`src/rtl/serr_pkg.sv`:
```
package serr_pkg;

    localparam int NUM_EV   = 7;
    localparam int NUM_MASK = 6;
    localparam int NUM_CTR  = 3;

    // event bit positions in the cause register
    localparam int EV_PW_TABORT = 0;
    localparam int EV_PW_MABORT = 1;
    localparam int EV_PW_PARITY = 2;
    localparam int EV_PW_RETRY  = 3;
    localparam int EV_DW_RETRY  = 4;
    localparam int EV_DR_RETRY  = 5;
    localparam int EV_DLY_MTO   = 6;

    typedef logic [NUM_EV-1:0]   ev_vec_t;
    typedef logic [NUM_MASK-1:0] mask_vec_t;

    typedef enum logic [1:0] {
        RA_CAUSE = 2'd0,
        RA_MASK  = 2'd1,
        RA_LIMIT = 2'd2,
        RA_RSVD  = 2'd3
    } reg_addr_e;

    typedef struct packed {
        logic retry;
        logic done;
    } ctr_in_t;

    // sticky update: new events win over a write-one-to-clear
    function automatic ev_vec_t sticky_next(ev_vec_t cur, ev_vec_t set, ev_vec_t clr);
        return (cur & ~clr) | set;
    endfunction

endpackage

```
`src/rtl/serr_retry_ctr.sv`:
```
module serr_retry_ctr
    import serr_pkg::*;
#(
    parameter int LIM_W = 25
) (
    input  logic             clk,
    input  logic             rst,
    input  ctr_in_t          ctl_i,
    input  logic [LIM_W-1:0] limit_i,
    output logic             exhaust_o
);

    logic [LIM_W-1:0] cnt_q;
    logic [LIM_W:0]   cnt_inc;
    logic             hit;

    always_comb begin
        cnt_inc   = {1'b0, cnt_q} + {{LIM_W{1'b0}}, 1'b1};
        hit       = cnt_inc >= {1'b0, limit_i};
        exhaust_o = ctl_i.retry && !ctl_i.done && hit;
    end

    always_ff @(posedge clk) begin
        if (rst) begin
            cnt_q <= '0;
        end else if (ctl_i.done) begin
            cnt_q <= '0;
        end else if (ctl_i.retry) begin
            if (hit) cnt_q <= '0;
            else     cnt_q <= cnt_inc[LIM_W-1:0];
        end
    end

    // counter restarts after exhaustion
    a_r8_restart_after_exhaust: assert property (@(posedge clk) disable iff (rst)
        exhaust_o |=> (cnt_q == '0));

    // done always clears the count
    a_r9_done_clears: assert property (@(posedge clk) disable iff (rst)
        ctl_i.done |=> (cnt_q == '0));

    // done with retry never raises an exhaustion
    a_r9_done_blocks_exhaust: assert property (@(posedge clk) disable iff (rst)
        ctl_i.done |-> !exhaust_o);

endmodule

```
`src/rtl/serr_regs.sv`:
```
module serr_regs
    import serr_pkg::*;
#(
    parameter int               LIM_W     = 25,
    parameter logic [LIM_W-1:0] DEF_LIMIT = '0
) (
    input  logic             clk,
    input  logic             rst,
    input  logic             wr_i,
    input  logic [1:0]       addr_i,
    input  logic [LIM_W-1:0] wdata_i,
    output logic [LIM_W-1:0] rdata_o,
    input  ev_vec_t          ev_set_i,
    output ev_vec_t          cause_o,
    output mask_vec_t        mask_o,
    output logic [LIM_W-1:0] limit_o
);

    ev_vec_t          cause_q;
    mask_vec_t        mask_q;
    logic [LIM_W-1:0] limit_q;
    ev_vec_t          clr_vec;
    reg_addr_e        ra;

    always_comb begin
        ra      = reg_addr_e'(addr_i);
        clr_vec = (wr_i && ra == RA_CAUSE) ? wdata_i[NUM_EV-1:0] : '0;
    end

    always_ff @(posedge clk) begin
        if (rst) begin
            cause_q <= '0;
            mask_q  <= '0;
            limit_q <= DEF_LIMIT;
        end else begin
            cause_q <= sticky_next(cause_q, ev_set_i, clr_vec);
            if (wr_i && ra == RA_MASK)  mask_q  <= wdata_i[NUM_MASK-1:0];
            if (wr_i && ra == RA_LIMIT) limit_q <= wdata_i;
        end
    end

    always_comb begin
        rdata_o = '0;
        case (ra)
            RA_CAUSE: rdata_o[NUM_EV-1:0]   = cause_q;
            RA_MASK:  rdata_o[NUM_MASK-1:0] = mask_q;
            RA_LIMIT: rdata_o               = limit_q;
            default:  rdata_o               = '0;
        endcase
    end

    assign cause_o = cause_q;
    assign mask_o  = mask_q;
    assign limit_o = limit_q;

    // without a clearing write no cause bit drops
    a_r2_cause_sticky: assert property (@(posedge clk) disable iff (rst)
        !(wr_i && ra == RA_CAUSE) |=> (($past(cause_q) & ~cause_q) == '0));

    // an event always leaves its bit set, even against a clear
    a_r7_set_beats_clear: assert property (@(posedge clk) disable iff (rst)
        (ev_set_i != '0) |=> ((cause_q & $past(ev_set_i)) == $past(ev_set_i)));

endmodule

```
`src/rtl/serr_flag_gen.sv`:
```
module serr_flag_gen
    import serr_pkg::*;
(
    input  logic      clk,
    input  logic      rst,
    input  ev_vec_t   ev_i,
    input  mask_vec_t mask_i,
    input  logic      serr_en_i,
    input  logic      mto_en_i,
    output logic      serr_n_o
);

    ev_vec_t allow;
    logic    fire;

    always_comb begin
        allow                       = '0;
        allow[NUM_MASK-1:0]         = ~mask_i;
        allow[EV_DLY_MTO]           = mto_en_i;
        fire                        = serr_en_i && ((ev_i & allow) != '0);
    end

    always_ff @(posedge clk) begin
        if (rst) serr_n_o <= 1'b1;
        else     serr_n_o <= !fire;
    end

    // global enable off means the line stays high next cycle
    a_r6_global_gate: assert property (@(posedge clk) disable iff (rst)
        !serr_en_i |=> serr_n_o);

    // no pulse without an event in the previous cycle
    a_r3_pulse_needs_event: assert property (@(posedge clk) disable iff (rst)
        (ev_i == '0) |=> serr_n_o);

    // master timeout alone without its enable gives no pulse
    a_r5_mto_gated: assert property (@(posedge clk) disable iff (rst)
        (ev_i == ev_vec_t'(1 << EV_DLY_MTO) && !mto_en_i) |=> serr_n_o);

endmodule

```
`src/rtl/serr_event_reporter.sv`:
```
module serr_event_reporter
    import serr_pkg::*;
#(
    parameter int LIMIT_LOG2 = 24,
    localparam int LIM_W     = LIMIT_LOG2 + 1
) (
    input  logic             clk,
    input  logic             rst,
    input  logic             serr_en_i,
    input  logic             mto_serr_en_i,
    input  logic             pw_tabort_i,
    input  logic             pw_mabort_i,
    input  logic             pw_parity_i,
    input  logic             dly_mto_i,
    input  logic             pw_retry_i,
    input  logic             pw_done_i,
    input  logic             dw_retry_i,
    input  logic             dw_done_i,
    input  logic             dr_retry_i,
    input  logic             dr_done_i,
    input  logic             reg_wr_i,
    input  logic [1:0]       reg_addr_i,
    input  logic [LIM_W-1:0] reg_wdata_i,
    output logic [LIM_W-1:0] reg_rdata_o,
    output logic             serr_n_o
);

    localparam logic [LIM_W-1:0] DEF_LIMIT = LIM_W'(1) << LIMIT_LOG2;
    localparam int               CTR_BASE  = EV_PW_RETRY;

    ctr_in_t          ctr_in [NUM_CTR];
    logic [NUM_CTR-1:0] exhaust;
    logic [LIM_W-1:0] limit;
    mask_vec_t        mask;
    ev_vec_t          cause;
    ev_vec_t          ev_all;

    always_comb begin
        ctr_in[0] = '{retry: pw_retry_i, done: pw_done_i};
        ctr_in[1] = '{retry: dw_retry_i, done: dw_done_i};
        ctr_in[2] = '{retry: dr_retry_i, done: dr_done_i};
    end

    for (genvar k = 0; k < NUM_CTR; k++) begin : g_ctr
        serr_retry_ctr #(.LIM_W(LIM_W)) u_ctr (
            .clk       (clk),
            .rst       (rst),
            .ctl_i     (ctr_in[k]),
            .limit_i   (limit),
            .exhaust_o (exhaust[k])
        );
    end

    always_comb begin
        ev_all                                  = '0;
        ev_all[EV_PW_TABORT]                    = pw_tabort_i;
        ev_all[EV_PW_MABORT]                    = pw_mabort_i;
        ev_all[EV_PW_PARITY]                    = pw_parity_i;
        ev_all[CTR_BASE +: NUM_CTR]             = exhaust;
        ev_all[EV_DLY_MTO]                      = dly_mto_i;
    end

    serr_regs #(.LIM_W(LIM_W), .DEF_LIMIT(DEF_LIMIT)) u_regs (
        .clk      (clk),
        .rst      (rst),
        .wr_i     (reg_wr_i),
        .addr_i   (reg_addr_i),
        .wdata_i  (reg_wdata_i),
        .rdata_o  (reg_rdata_o),
        .ev_set_i (ev_all),
        .cause_o  (cause),
        .mask_o   (mask),
        .limit_o  (limit)
    );

    serr_flag_gen u_flag (
        .clk       (clk),
        .rst       (rst),
        .ev_i      (ev_all),
        .mask_i    (mask),
        .serr_en_i (serr_en_i),
        .mto_en_i  (mto_serr_en_i),
        .serr_n_o  (serr_n_o)
    );

    // every pulse is backed by a recorded cause
    a_r3_pulse_has_cause: assert property (@(posedge clk) disable iff (rst)
        !serr_n_o |-> (cause != '0));

    // a masked posted-write abort alone gives no pulse
    a_r4_mask_blocks: assert property (@(posedge clk) disable iff (rst)
        (mask[EV_PW_MABORT] && pw_mabort_i && !pw_tabort_i && !pw_parity_i
         && exhaust == '0 && !dly_mto_i) |=> serr_n_o);

endmodule

```
`config.mk`:
```
export PLATFORM = sky130hd
export DESIGN_NAME = serr_event_reporter
export DESIGN_NICKNAME = d
export VERILOG_FILES = /design/src/rtl/serr_pkg.sv /design/src/rtl/serr_retry_ctr.sv /design/src/rtl/serr_regs.sv /design/src/rtl/serr_flag_gen.sv /design/src/rtl/serr_event_reporter.sv
export SDC_FILE = /design/constraint.sdc
export NUM_CORES = 1
export LEC_CHECK = 0
export BUFFER_PORTS_ARGS = -buffer_cell sky130_fd_sc_hd__buf_4
export CORE_MARGIN = 4
export CORE_UTILIZATION = 45
export DETAILED_ROUTE_END_ITERATION = 7
export SLEW_MARGIN = 30
export SYNTH_ARGS = -nofsm -noshare
export SYNTH_HDL_FRONTEND = slang
export SYNTH_SLANG_ARGS = --single-unit
```
`constraint.sdc`:
```
create_clock -name clk -period 10.5 [get_ports clk]
set_input_delay 0.525 -clock clk [delete_from_list [all_inputs] [get_ports clk]]
set_output_delay 0.525 -clock clk [all_outputs]
set_load 0.05 [all_outputs]
```
# Yosys cells after proc, flatten, opt, wreduce, memory -nomap -nowiden
# Cells that the tools add are included.
[word_totals]
input_bits = 42
regBits = 114
[classes]
bitwise_logic = 5
order_cmp = 3
addsub = 3
n_eq_ne = 2
muxes = 7
n_reduce_logical = 19
[ops]
columns = ["operator", "n"]
rows = [
  ["$add A25 B1 Y26 const B", 3],
  ["$ge A26 B25 Y1", 3],
  ["$mux W25", 3],
  ["$mux W18", 1],
  ["$pmux W6 S3", 1],
  ["$and A7 B7 Y7", 2],
  ["$logic_and A1 B1 Y1", 10],
  ["$mux W7", 1],
  ["$not A7 Y7", 1],
  ["$or A7 B7 Y7", 1],
  ["$reduce_bool A7 Y1", 1],
  ["$not A6 Y6", 1],
  ["$reduce_or A2 Y1", 3],
  ["$logic_not A1 Y1", 4],
  ["$eq A2 B1 Y1 const B", 1],
  ["$eq A2 B2 Y1 const B", 1],
  ["$logic_not A2 Y1", 1],
  ["$pmux W1 S2", 1],
]

# Depth between registers and ports, before layout
# Gate-level depths: netlist (run 1).
[logic_depth]
ltp_word = 7
ltp_mapped = 17
ltp_nobuf = 15

# Modules after synthesis
# From an unflattened synthesis (run 1), not the netlist that was laid out.
[hier_totals]
hier_cells = 1031
area_unflattened_um2 = 9042.4
[modules_own_cells]
columns = ["mod", "seq_area_each_um2", "cells_each", "area_per_inst_um2", "instances"]
rows = [
  ["serr_retry_ctr at g_ctr[0].u_ctr ...", 500.5, 272, 2343.5, 2],
  ["serr_retry_ctr at g_ctr[1].u_ctr", 500.5, 278, 2379.8, 1],
  ["serr_regs", 760.7, 196, 1888.1, 1],
  ["serr_flag_gen", 20.0, 13, 87.6, 1],
]

# Worst setup path after synthesis (run 1)
# Ideal clock, no wire load.
[synth_path]
kind = "register -> register"
startpoint = "register g_ctr[1].u_ctr.cnt_q[0]"
endpoint = "register g_ctr[1].u_ctr.cnt_q[17]"
path_buffers = 2
setup_time_ns = 0.074
t_arrival_ns = 3.782
setup_slack_ns = 6.644
path_stages_with_launch = 18
path_cell_list = "dfxtp_1 -> ha_1 -> nand4_1 -> nor4_1 -> and3_1 -> buf_2 -> nand2_1 -> nor2_1 -> xor2_1 -> ha_1 -> nand3_1 -> nor3_1 -> a22oi_1 -> nand3_1 -> nor4_2 -> clkbuf_1 -> nand2_1 -> a31oi_1"
[synth_between]
elab_chain_cells = 3
[synth_lines]
columns = ["element", "line_no", "source"]
rows = [
  ["start, declared", "serr_retry_ctr.sv:13", "logic [LIM_W-1:0] cnt_q;"],
  ["start signal, assigned", "serr_retry_ctr.sv:30", "else cnt_q <= cnt_inc[LIM_W-1:0];"],
  ["$add A25 B1 Y26 *", "serr_retry_ctr.sv:18", "cnt_inc = {1'b0, cnt_q} + {{LIM_W{1'b0}}, 1'b1};"],
  ["$ge A26 B25 Y1", "serr_retry_ctr.sv:19", "hit = cnt_inc >= {1'b0, limit_i};"],
  ["$mux W25 *", "serr_retry_ctr.sv:29", "if (hit) cnt_q <= '0;"],
]
# Mark *: on every way between the ends. The rest lies on a longest branch, timed or not.
# A chain may end at the register's enable or synchronous reset.

# Final worst setup path (run 1)
[layout_path]
startpoint = "register g_ctr[2].u_ctr.cnt_q[0]"
endpoint = "register u_flag.serr_n_o"
[layout_between]
elab_chain_cells = 7
[layout_lines]
columns = ["element", "line_no", "source"]
rows = [
  ["start, declared", "serr_retry_ctr.sv:13", ""],
  ["start signal, assigned", "serr_retry_ctr.sv:30", ""],
  ["$add A25 B1 Y26", "serr_retry_ctr.sv:18", ""],
  ["$ge A26 B25 Y1", "serr_retry_ctr.sv:19", ""],
  ["$logic_and A1 B1 Y1", "serr_retry_ctr.sv:20", "exhaust_o = ctl_i.retry && !ctl_i.done && hit;"],
  ["$and A7 B7 Y7", "serr_flag_gen.sv:20", "fire = serr_en_i && ((ev_i & allow) != '0);"],
  ["$reduce_bool A7 Y1", "serr_flag_gen.sv:20", ""],
  ["$logic_and A1 B1 Y1", "serr_flag_gen.sv:20", ""],
  ["$logic_not A1 Y1", "serr_flag_gen.sv:25", "else serr_n_o <= !fire;"],
  ["end signal, assigned", "serr_flag_gen.sv:25", ""],
  ["end, declared", "serr_flag_gen.sv:10", "output logic serr_n_o"],
]
# Every way passes these cells.

==> results.sh, run 1 <==
export IMPL_rsz_0062_raised_after_global_routing="no"
export IMPL_critPathKind="reg -> reg"
export IMPL_postSynthRegisterBits=114
export IMPL_synth_area_leaders="sky130_fd_sc_hd__dfxtp_1 29%, sky130_fd_sc_hd__ha_1 12%, sky130_fd_sc_hd__a21oi_1 6.5%"
export IMPL_io_pins=68
export IMPL_mappedNetlistArea_um2=7880
export IMPL_min_tclk_post_route_ns=4.57
export IMPL_core_area_um2=17200
export IMPL_cp_data_required_time_ns=10.83
export IMPL_grt_pass1_vias=6848
export IMPL_holdWs_ns=0.302
export IMPL_pwr_share_comb_pct=8.5
export IMPL_timing_slew_headroom_pct=37.7
export IMPL_grt_use_total_pct=22.9
export IMPL_total_half_perimeter_wirelength_after_legalization_and_detailed_placement_um=15400
export IMPL_setup_tns_final_ns=0
export IMPL_highest_ir_drop_seen_on_vdd_v=0.000118
export IMPL_leakage_nw=3.65
export IMPL_htree_levels=4
export IMPL_drt_first_pass_iters=5
export IMPL_maxClockFrequency_ghz=0.219
export IMPL_floorplan_die_height_um=140
export IMPL_initial_core_util_pct=45.7
export IMPL_cts_reportedPaths_clkPinSlew_ns=0.06
export IMPL_timing_worst_slew_pin_value_ns=0.933
export IMPL_p_total_mw=1.20
export IMPL_power_switching_fraction_pct=24.1
export IMPL_synth_sequential_area_ratio_pct=29.0
export IMPL_syn_nets=1122
export IMPL_antenna_found_initial=0
export IMPL_netlist_instances=1002
export IMPL_seq_power_share_pct=37.1
export IMPL_finalHoldViolCount=0
export IMPL_proportion_of_register_bits_with_asynchronous_set_or_reset_after_synthesis_pct=0
export IMPL_post_route_drc_count=0
export IMPL_timing_hold_worst_endpoint="u_regs.limit_o[24]$_SDFFE_PP1P_"
export IMPL_drt_antenna_violating_nets=0
export IMPL_power_clock_fraction_pct=54.4
export IMPL_ctsResizeCount=0
export IMPL_reg2regPathDepth=15
export IMPL_antennaDiodeCount=0
export IMPL_synthMostInstantiatedCell="sky130_fd_sc_hd__nand2_1"
export IMPL_min_period_over_period_pct=43.5
export IMPL_cts_sink_count=114
export IMPL_via_per_inst=5.62
export IMPL_yosysWarnings=0
export IMPL_power_density_cell_area_nw_per_um2=131
export IMPL_switching_power_mw=0.289
export IMPL_yosysUniqueCellTypes=56
export IMPL_grt_pass1_wl_um=35900
export IMPL_number_of_synthesized_flops_with_an_enable_pin=0
export IMPL_port_buffers=67
export IMPL_tritoncts_clock_tree="yes"
export IMPL_slew_viol_final=0
export IMPL_capturing_point_of_the_worst_reg2reg_path="u_flag.serr_n_o$_SDFF_PP1_"
export IMPL_status="completed"
export IMPL_largest_net_degree_at_the_start_of_global_routing=53
export IMPL_synthDominantCellAreaShare_pct=29.0
export IMPL_die_area_um2=19700
export IMPL_placementRows=48
export IMPL_critPathMaxFanout=22
export IMPL_final_net_count=1157
export IMPL_clk_root_buffer_cell="sky130_fd_sc_hd__clkbuf_16"
export IMPL_setup_worst_path_start_class="register"
export IMPL_rrSetupSlack_ns=5.93
export IMPL_worst_hold_path_num_cells=2
export IMPL_synth_commonest_cells="128 x sky130_fd_sc_hd__nand2_1, 114 x sky130_fd_sc_hd__dfxtp_1, 102 x sky130_fd_sc_hd__a21oi_1, 78 x sky130_fd_sc_hd__ha_1, 70 x sky130_fd_sc_hd__nand3_1"
export IMPL_layout_core_utilization_pct=53.1
export IMPL_clk_latency_ns=0.43
export IMPL_tritoncts_num_buffers=17
export IMPL_drtIter0Drc=567
export IMPL_ys_flop_type="sky130_fd_sc_hd__dfxtp_1"
export IMPL_detail_route_wl_per_cell_um=17.4
export IMPL_power_report_internal_total_mw=0.909
export IMPL_place_gp_congestion=0.863
export IMPL_synth_top_area_cell="sky130_fd_sc_hd__dfxtp_1"
export IMPL_setup_viol=0
export IMPL_cts_hold_repair_buffers=0
export IMPL_crit_arrival_ns=4.90
export IMPL_min_path_type="in -> reg"
export IMPL_max_cap_violations=0
export IMPL_remaining_global_route_overflow=0
export IMPL_post_route_cells_drive_above_1_share_pct=11.0
export IMPL_synth_avg_cell_area_um2=7.86
export IMPL_timing_hold_worst_start="reg_wdata_i[24]"
export IMPL_route_vias_total=7161
export IMPL_worst_setup_path_end_kind="register"
export IMPL_max_clock_path_buffers=2
export IMPL_crit_reg2reg_launch="g_ctr[2].u_ctr.cnt_q[0]$_SDFFE_PP0P_"
export IMPL_final_setup_skew_ns=0.00698
export IMPL_post_cts_setup_buffers=0
export IMPL_synthToLayoutAreaGrowth_pct=16.2
export IMPL_floorplan_die_width_um=140
export IMPL_route_final_wire_length_um=22200
cell usage in the layout (no fill, tap or decap), types with 8 or more instances in the layout:
cell / Yosys / routed
sky130_fd_sc_hd__o21ai_0: 23 / 23
sky130_fd_sc_hd__and4_1: 8 / 8
sky130_fd_sc_hd__nand3_1: 70 / 70
sky130_fd_sc_hd__and3_1: 16 / 16
sky130_fd_sc_hd__nand4_1: 35 / 35
sky130_fd_sc_hd__nor2_1: 42 / 41
sky130_fd_sc_hd__and2_1: 26 / 25
sky130_fd_sc_hd__buf_4: 0 / 71
sky130_fd_sc_hd__nand3b_1: 11 / 11
sky130_fd_sc_hd__clkbuf_16: 0 / 17
sky130_fd_sc_hd__a31oi_1: 27 / 27
sky130_fd_sc_hd__nor3_1: 12 / 12
sky130_fd_sc_hd__xor2_1: 27 / 27
sky130_fd_sc_hd__a21oi_1: 102 / 102
sky130_fd_sc_hd__inv_1: 37 / 37
sky130_fd_sc_hd__nor3b_1: 9 / 8
sky130_fd_sc_hd__dfxtp_1: 114 / 114
sky130_fd_sc_hd__ha_1: 78 / 78
sky130_fd_sc_hd__xnor2_1: 41 / 41
sky130_fd_sc_hd__a22o_1: 8 / 8
sky130_fd_sc_hd__nand2b_1: 45 / 45
sky130_fd_sc_hd__nand2_1: 128 / 128
sky130_fd_sc_hd__nand4b_1: 13 / 13
sky130_fd_sc_hd__mux2i_1: 10 / 10
sky130_fd_sc_hd__a21o_1: 9 / 9
metal layers:
layer	wire [um]	vias up	track usage [%]	part of all wire, %
li1	-	3669	-	-
met1	10100	3324	30.1	46
met2	10400	144	37.4	47
met3	1250	24	5.46	5.6
met4	387	0	6.73	1.7
met5	0	-	0	0
power groups by stage:
stage	Clock [mW]	Combinational [mW]	Sequential, mW
6_report	0.652	0.102	0.444
5_1_grt	0.680	0.112	0.445
4_1_cts	0.665	0.102	0.444
3_5_place_dp	0	0.101	0.453
3_3_place_gp	0	0.101	0.453
2_1_floorplan	0	0.0629	0.452
state kept, by name (all words and copies together) (netlist names):
signal             flops
u_regs.limit_o        25
g_ctr.u_ctr.cnt_q     75
u_regs.mask_o          6
u_flag.serr_n_o        1
u_regs.cause_o         7
how the worst max path moves through the flow:
stage                                                     from                                    end  slack (ns)  cells after the start
after floorplan           g_ctr[1].u_ctr.cnt_q[0]$_SDFFE_PP0P_  g_ctr[1].u_ctr.cnt_q[17]$_SDFFE_PP0P_        6.64                     17
after global placement    g_ctr[2].u_ctr.cnt_q[0]$_SDFFE_PP0P_             u_flag.serr_n_o$_SDFF_PP1_        6.01                     15
after detailed placement  g_ctr[2].u_ctr.cnt_q[0]$_SDFFE_PP0P_             u_flag.serr_n_o$_SDFF_PP1_        5.95                     15
after CTS                 g_ctr[2].u_ctr.cnt_q[0]$_SDFFE_PP0P_             u_flag.serr_n_o$_SDFF_PP1_        5.92                     15
after global routing      g_ctr[2].u_ctr.cnt_q[0]$_SDFFE_PP0P_             u_flag.serr_n_o$_SDFF_PP1_        5.46                     15
final                     g_ctr[2].u_ctr.cnt_q[0]$_SDFFE_PP0P_             u_flag.serr_n_o$_SDFF_PP1_        5.93                     15
worst max-delay path: stages, from the launching register on:
cell and delay, ns:
sky130_fd_sc_hd__dfxtp_1 0.40, sky130_fd_sc_hd__ha_1 0.25, sky130_fd_sc_hd__and3_1 0.24, sky130_fd_sc_hd__nand4_1 0.26
sky130_fd_sc_hd__nor3_1 0.63, sky130_fd_sc_hd__nand3_1 0.23, sky130_fd_sc_hd__xnor2_1 0.23, sky130_fd_sc_hd__ha_1 0.29
sky130_fd_sc_hd__nand4_1 0.11, sky130_fd_sc_hd__nor3_1 0.07, sky130_fd_sc_hd__and2_1 0.15, sky130_fd_sc_hd__a311o_1 0.39
sky130_fd_sc_hd__nor3_4 0.51, sky130_fd_sc_hd__buf_4 0.36, sky130_fd_sc_hd__nor4b_1 0.11, sky130_fd_sc_hd__o311ai_1 0.22
per-stage QoR:
stage,setup slack [ns],area (um2),cells
finish,5.93,9160,1275
floorplan,6.64,7880,1002
global route,5.46,9160,1275
CTS,5.92,9150,1275
detailed placement,5.95,8490,1243
global placement,6.01,8490,1243
final cells by class:
type                       count  area, um2
fill                        1681       8080
multi-input combinational    796       5260
sequential                   114       2280
timing repair buffer          71        533
clock buffer                  19        453
tap                          225        282
clock inverter                13        206
inverter                      37        139
kinds of logic after synthesis:
group                      after synthesis  share of synthesized area, %
xor gates and xnor gates                68                          7.56
DFF                                    114                          29.0
AOI/OAI and AO/OA                      201                          15.4
buffers and inverters                   92                          4.59
and+or+nand+nor                        439                          29.8
adders and majority gates               78                          12.4
muxes                                   10                          1.27
(Power assumes the default switching activity.)
==> run 2: changes to the inputs <==
==> constraint.sdc (replaced) <==
create_clock -name clk -period 4.6 [get_ports clk]
set_input_delay 0.23 -clock clk [delete_from_list [all_inputs] [get_ports clk]]
set_output_delay 0.23 -clock clk [all_outputs]
set_load 0.05 [all_outputs]
==> run 2 against run 1 <==
Die area did not move. Clock power is 110% higher. Register-to-register slack lost 5.4 ns. Clock skew up 0.010 ns. Clock-buffer cell count fell by 1. Wire length is 0.38% higher. Sequential cell count did not move. Utilization grew 0.058 points. Sequential share of layout area hardly changed.
==> results.sh, run 2 (synthesized netlist as in run 1, its figures left out) <==
export IMPL_status="completed"
export IMPL_setup_viol=0
export IMPL_largest_net_degree_at_the_start_of_global_routing=53
export IMPL_floorplan_die_width_um=140
export IMPL_clk_latency_ns=0.43
export IMPL_finalHoldViolCount=0
export IMPL_setup_tns_final_ns=0
export IMPL_final_net_count=1163
export IMPL_min_path_type="in -> reg"
export IMPL_highest_count_cells_in_the_layout_ignoring_fill_and_taps="128 x sky130_fd_sc_hd__nand2_1, 114 x sky130_fd_sc_hd__dfxtp_1, 102 x sky130_fd_sc_hd__a21oi_1, 78 x sky130_fd_sc_hd__ha_1, 75 x sky130_fd_sc_hd__buf_4"
export IMPL_top_register="g_ctr.u_ctr.cnt_q"
export IMPL_max_cap_violations=0
export IMPL_port_buffers=67
export IMPL_remaining_global_route_overflow=0
export IMPL_drt_first_pass_iters=7
export IMPL_post_route_cells_drive_above_1_share_pct=11.5
export IMPL_final_common_cell="sky130_fd_sc_hd__nand2_1"
export IMPL_rsz_0062_raised_after_global_routing="no"
export IMPL_antennaDiodeCount=0
export IMPL_max_clock_path_buffers=2
export IMPL_cts_reportedPaths_clkPinSlew_ns=0.06
export IMPL_post_route_drc_count=0
export IMPL_htree_levels=4
export IMPL_cp_data_required_time_ns=4.95
export IMPL_critPathMaxFanout=27
export IMPL_cts_sink_count=114
export IMPL_place_gp_congestion=0.851
export IMPL_placed_cells_incl_taps=1248
export IMPL_die_area_um2=19700
export IMPL_tritoncts_num_buffers=17
export IMPL_post_route_worst_setup_slack_ns=0.513
export IMPL_core_area_um2=17200
export IMPL_drt_antenna_violating_nets=0
export IMPL_instances_no_fill=1281
export IMPL_io_pins=68
export IMPL_placementRows=48
export IMPL_n_fill_cell=1689
export IMPL_post_cts_setup_buffers=0
export IMPL_p_total_mw=2.65
export IMPL_route_final_wire_length_um=22200
export IMPL_preCtsSetupSlack_ns=0.433
export IMPL_via_per_inst=5.64
export IMPL_floorplan_die_height_um=140
export IMPL_worst_setup_path_end_kind="register"
export IMPL_maxClockFrequency_ghz=0.245
export IMPL_leakage_nw=3.66
export IMPL_critPathKind="reg -> reg"
export IMPL_grt_pass1_wl_um=35600
export IMPL_antenna_found_initial=0
export IMPL_grt_pass1_vias=6664
export IMPL_route_vias_total=7230
export IMPL_initial_core_util_pct=45.7
export IMPL_timing_worst_slew_pin_value_ns=0.880
export IMPL_min_tclk_post_route_ns=4.09
export IMPL_grt_use_total_pct=22.7
export IMPL_min_period_over_period_pct=88.8
export IMPL_final_setup_skew_ns=0.0169
export IMPL_timing_slew_headroom_pct=41.2
export IMPL_synthToLayoutAreaGrowth_pct=16.3
export IMPL_total_half_perimeter_wirelength_after_legalization_and_detailed_placement_um=15800
export IMPL_tritoncts_clock_tree="yes"
export IMPL_clk_root_buffer_cell="sky130_fd_sc_hd__clkbuf_16"
export IMPL_crit_arrival_ns=4.44
export IMPL_setup_worst_path_start_class="register"
export IMPL_detail_route_wl_per_cell_um=17.4
export IMPL_largest_reg_flops=75
export IMPL_slew_viol_final=0
export IMPL_drtIter0Drc=477
export IMPL_power_density_cell_area_nw_per_um2=289
export IMPL_highest_ir_drop_seen_on_vdd_v=0.000261
## run 2: area by class of cell
class / instances / area, um2 / area share (%)
Sequential cell: 114 / 2280 / 24.9
Inverter: 37 / 139 / 1.52
Timing Repair Buffer: 77 / 584 / 6.38
Clock inverter: 14 / 180 / 1.97
Clock buffer: 18 / 439 / 4.79
Tap cell: 225 / 282 / 3.07
Multi-Input combinational cell: 796 / 5260 / 57.4
## run 2: metal layers
| metal | global-route usage (%) | vias to the layer above | part of all wire [%] |
|---|---|---|---|
| li1 | - | 3673 | - |
| met5 | 0 | - | 0 |
| met4 | 5.20 | 0 | 1.0 |
| met3 | 5.39 | 21 | 5.1 |
| met1 | 31.1 | 3370 | 47 |
| met2 | 36.3 | 166 | 47 |
## run 2: worst paths after layout
path / cells after the start / endpoint / slack, ns / start
worst max-delay path: 16 / g_ctr[1].u_ctr.cnt_q[24]$_SDFFE_PP0P_ / 0.51 / g_ctr[1].u_ctr.cnt_q[0]$_SDFFE_PP0P_
worst min-delay path: 3 / u_regs.cause_o[0]$_SDFF_PP0_ / 0.01 / pw_tabort_i
worst min register to register: 2 / u_regs.cause_o[4]$_SDFF_PP0_ / 0.46 / u_regs.cause_o[4]$_SDFF_PP0_
worst max register to register: 16 / g_ctr[1].u_ctr.cnt_q[24]$_SDFFE_PP0P_ / 0.51 / g_ctr[1].u_ctr.cnt_q[0]$_SDFFE_PP0P_
## run 2: critical path: stages, from the launching register on
cell                      delay (ns)
sky130_fd_sc_hd__dfxtp_1        0.43
sky130_fd_sc_hd__ha_1           0.32
sky130_fd_sc_hd__nand4_1        0.20
sky130_fd_sc_hd__nor4_2         0.38
sky130_fd_sc_hd__and3_1         0.33
sky130_fd_sc_hd__nand2_1        0.18
sky130_fd_sc_hd__nor2_1         0.18
sky130_fd_sc_hd__xor2_1         0.23
sky130_fd_sc_hd__ha_1           0.28
sky130_fd_sc_hd__nand3_1        0.12
sky130_fd_sc_hd__nor2_1         0.09
sky130_fd_sc_hd__a22oi_1        0.16
sky130_fd_sc_hd__nand3_1        0.27
sky130_fd_sc_hd__nor4_4         0.29
sky130_fd_sc_hd__buf_6          0.26
sky130_fd_sc_hd__o21ai_0        0.12
sky130_fd_sc_hd__a31oi_1        0.16
## run 2: metrics by stage
step	cell area [um2]	utilization, %	hold slack, ns
6_report	9170	53.2	0.0138
5_1_grt	9170	53.2	0.0183
4_1_cts	9150	53.1	0.00230
3_5_place_dp	8520	49.4	0.438
3_3_place_gp	8520	49.4	0.434
2_1_floorplan	7880	-	0.320
## run 2: report_power, final
part	internal (mW)	total [mW]	switching, mW	leakage (nW)
Combinational	0.0844	0.233	0.149	2.44
Clock	0.873	1.40	0.526	0.297
Sequential	1.00	1.01	0.0112	0.922
## run 2: repair_timing
action / 4_1_cts / 5_1_grt
gates resized for setup: 0 / 2
hold buffers: 1 / 0
hold endpoints to repair: 1 / 0
setup endpoints to repair: 0 / 9
==> run 3: changes to the inputs <==
--- a/config.mk
+++ b/config.mk
@@ -5,6 +5,7 @@
 export SDC_FILE = /design/constraint.sdc
 export NUM_CORES = 1
 export LEC_CHECK = 0
+export ABC_AREA = 1
 export BUFFER_PORTS_ARGS = -buffer_cell sky130_fd_sc_hd__buf_4
 export CORE_MARGIN = 4
 export CORE_UTILIZATION = 45
==> run 3 against run 2 <==
Cell area up 0.89%. First-iteration DRC count is 1.9% higher. Setup slack better by 0.59 ns. Die area is 1.5% higher. Non-clock buffer count decreased by 9. Critical path type unchanged. Cell count increased by 16%. Worst hold slack better by 0.013 ns. Total power is 0.81% higher. Fmax is 17% higher.
==> results.sh, run 3 <==
export IMPL_antenna_found_initial=1
export IMPL_timing_hold_worst_start="pw_mabort_i"
export IMPL_floorplan_die_height_um=141
export IMPL_synth_sequential_area_ratio_pct=28.5
export IMPL_clk_latency_ns=0.42
export IMPL_placementRows=48
export IMPL_synth_commonest_cells="339 x sky130_fd_sc_hd__nand2_1, 163 x sky130_fd_sc_hd__nor2_1, 136 x sky130_fd_sc_hd__inv_1, 114 x sky130_fd_sc_hd__dfxtp_1, 91 x sky130_fd_sc_hd__a21oi_1"
export IMPL_cts_reportedPaths_clkPinSlew_ns=0.06
export IMPL_die_area_um2=20000
export IMPL_worst_setup_path_end_kind="register"
export IMPL_htree_levels=4
export IMPL_slew_viol_final=0
export IMPL_synth_area_leaders="sky130_fd_sc_hd__dfxtp_1 29%, sky130_fd_sc_hd__nand2_1 16%, sky130_fd_sc_hd__ha_1 12%"
export IMPL_rsz_0062_raised_after_global_routing="no"
export IMPL_crit_arrival_ns=3.84
export IMPL_detail_route_wl_per_cell_um=15.4
export IMPL_power_switching_fraction_pct=28.3
export IMPL_port_buffers=67
export IMPL_leakage_nw=4.12
export IMPL_clk_root_buffer_cell="sky130_fd_sc_hd__clkbuf_16"
export IMPL_synth_avg_cell_area_um2=6.69
export IMPL_switching_power_mw=0.755
export IMPL_top_register="g_ctr.u_ctr.cnt_q"
export IMPL_proportion_of_register_bits_with_asynchronous_set_or_reset_after_synthesis_pct=0
export IMPL_worst_hold_path_num_cells=3
export IMPL_remaining_global_route_overflow=0
export IMPL_timing_slew_headroom_pct=38.1
export IMPL_wp_depth=21
export IMPL_io_pins=68
export IMPL_worstPathCellList="ha_1 > nand2_1 > inv_1 > nand2_1 > nor2_1 > nand2_1 > nor2_1 > nand3_1 > xnor2_1 > ha_1 > nand2_1 > nor2_1 > nor2_1 > nand2_1 > nor2_1 > nand2_1 > nand2_1 > nand2_2 > nor2_4 > nand2_1 > a21oi_1"
export IMPL_max_cap_violations=0
export IMPL_setup_worst_path_start_class="register"
export IMPL_tritoncts_num_buffers=17
export IMPL_synthMostInstantiatedCell="sky130_fd_sc_hd__nand2_1"
export IMPL_ys_flop_type="sky130_fd_sc_hd__dfxtp_1"
export IMPL_drt_antenna_violating_nets=0
export IMPL_setup_tns_final_ns=0
export IMPL_largest_reg_flops=75
export IMPL_largest_net_degree_at_the_start_of_global_routing=51
export IMPL_power_report_internal_total_mw=1.91
export IMPL_grt_pass1_wl_um=37100
export IMPL_grt_pass1_vias=7118
export IMPL_power_density_cell_area_nw_per_um2=288
export IMPL_initial_core_util_pct=46.1
export IMPL_postSynthRegisterBits=114
export IMPL_min_tclk_post_route_ns=3.50
export IMPL_slowest_cp_cell="sky130_fd_sc_hd__nor2_4"
export IMPL_floorplan_die_width_um=141
export IMPL_mappedNetlistArea_um2=8010
export IMPL_number_of_synthesized_flops_with_an_enable_pin=0
export IMPL_n_fill_cell=1787
export IMPL_critPathMaxFanout=23
export IMPL_preCtsSetupSlack_ns=1.15
export IMPL_path_delay_family="simple AND/OR/NAND/NOR gates"
export IMPL_drt_first_pass_iters=5
export IMPL_final_net_count=1371
export IMPL_layout_core_utilization_pct=53.3
export IMPL_via_per_inst=5.07
export IMPL_yosysUniqueCellTypes=36
export IMPL_tritoncts_clock_tree="yes"
export IMPL_setup_viol=0
export IMPL_route_vias_total=7557
export IMPL_power_clock_fraction_pct=50.8
export IMPL_pwr_share_comb_pct=11.0
export IMPL_crit_start="g_ctr[0].u_ctr.cnt_q[0]$_SDFFE_PP0P_"
export IMPL_cts_sink_count=114
export IMPL_cts_hold_repair_buffers=0
export IMPL_final_setup_skew_ns=0.00766
export IMPL_seq_power_share_pct=38.2
export IMPL_synthDominantCellAreaShare_pct=28.5
export IMPL_status="completed"
export IMPL_reg2regPathDepth=21
export IMPL_core_area_um2=17400
export IMPL_drtIter0Drc=486
export IMPL_ctsResizeCount=0
export IMPL_critPathKind="reg -> reg"
export IMPL_post_cts_setup_buffers=0
export IMPL_post_route_worst_setup_slack_ns=1.10
export IMPL_yosysWarnings=0
export IMPL_place_gp_congestion=0.867
export IMPL_min_period_over_period_pct=76.0
export IMPL_grt_use_total_pct=23.5
export IMPL_route_final_wire_length_um=23000
export IMPL_syn_nets=1317
export IMPL_synth_top_area_cell="sky130_fd_sc_hd__dfxtp_1"
export IMPL_highest_ir_drop_seen_on_vdd_v=0.000264
export IMPL_post_route_cells_drive_above_1_share_pct=11.2
export IMPL_synthToLayoutAreaGrowth_pct=15.5
export IMPL_crit_reg2reg_launch="g_ctr[0].u_ctr.cnt_q[0]$_SDFFE_PP0P_"
export IMPL_cp_data_required_time_ns=4.94
export IMPL_timing_worst_slew_pin_value_ns=0.925
export IMPL_post_route_drc_count=0
export IMPL_highest_count_cells_in_the_layout_ignoring_fill_and_taps="339 x sky130_fd_sc_hd__nand2_1, 163 x sky130_fd_sc_hd__nor2_1, 135 x sky130_fd_sc_hd__inv_1, 114 x sky130_fd_sc_hd__dfxtp_1, 91 x sky130_fd_sc_hd__a21oi_1"
export IMPL_min_path_type="in -> reg"
export IMPL_final_common_cell="sky130_fd_sc_hd__nand2_1"
export IMPL_finalHoldViolCount=0
export IMPL_timing_critical_path_slowest_cell_delay_ns=0.46
export IMPL_maxClockFrequency_ghz=0.286
export IMPL_max_clock_path_buffers=2
export IMPL_total_half_perimeter_wirelength_after_legalization_and_detailed_placement_um=16900
export IMPL_critical_path_top_cell_by_count="sky130_fd_sc_hd__nand2_1"
export IMPL_worst_path_buf_inv=1
export IMPL_netlist_instances=1197
run 3: cell families (layout without fill, tap and decap cells):
| family | after synthesis | count (layout) | share of synthesized area (%) |
|---|---|---|---|
| AND/OR/NAND/NOR | 605 | 605 | 31.3 |
| buffers and inverters | 174 | 241 | 8.72 |
| AO/OA/AOI/OAI | 162 | 162 | 12.3 |
| flip-flops | 114 | 114 | 28.5 |
| adder cells (fa/ha/maj) | 78 | 78 | 12.2 |
| XOR/XNOR | 64 | 64 | 7.00 |
| other | 0 | 1 | 0 |
run 3: metrics by stage:
step	power, mW	hold slack (ns)	cells	instance area (um2)
floorplan	1.23	0.323	1197	8010
global placement	1.33	0.445	1457	8640
detailed placement	1.33	0.451	1457	8640
CTS	2.68	0.0117	1489	9240
global route	2.76	0.0335	1490	9250
finish	2.67	0.0267	1490	9250
run 3: layout make-up:
type	instances	area (um2)	share of cell area, %
timing repair buffer	68	510	5.52
multi-input combinational	909	5040	54.5
antenna	1	2.50	0.0271
inverter	141	529	5.72
clock buffer	17	425	4.60
tap	225	282	3.04
clock inverter	15	175	1.89
sequential	114	2280	24.7
run 3: per-layer routing:
metal	vias up	share of wire, %	GRT usage (%)
met5	-	0	0
met4	0	2.3	7.53
met3	29	4.2	4.21
met2	131	47	38.4
met1	3437	47	31.4
li1	3960	-	-
run 3: power by group through the flow:
stage                     clock (mW)  combinational [mW]  sequential [mW]
after global routing            1.41               0.326             1.02
after detailed placement           0               0.293             1.04
after global placement             0               0.292             1.04
after CTS                       1.37               0.294             1.02
final                           1.36               0.293             1.02
after floorplan                    0               0.193             1.04
run 3: worst min-delay path, delay by kind of cell:
kind / cells / cell delay [ns]
AND/OR/NAND/NOR: 1 / 0.07
AO/OA/AOI/OAI: 1 / 0.03
buffers and inverters: 1 / 0.09
run 3: final timing paths:
| check | slack, ns | to |
|---|---|---|
| max | 1.10 | g_ctr[0].u_ctr.cnt_q[4]$_SDFFE_PP0P_ |
| min | 0.03 | u_regs.cause_o[1]$_SDFF_PP0_ |
| max reg2reg | 1.10 | g_ctr[0].u_ctr.cnt_q[4]$_SDFFE_PP0P_ |
| min reg2reg | 0.46 | u_regs.limit_o[24]$_SDFFE_PP1P_ |
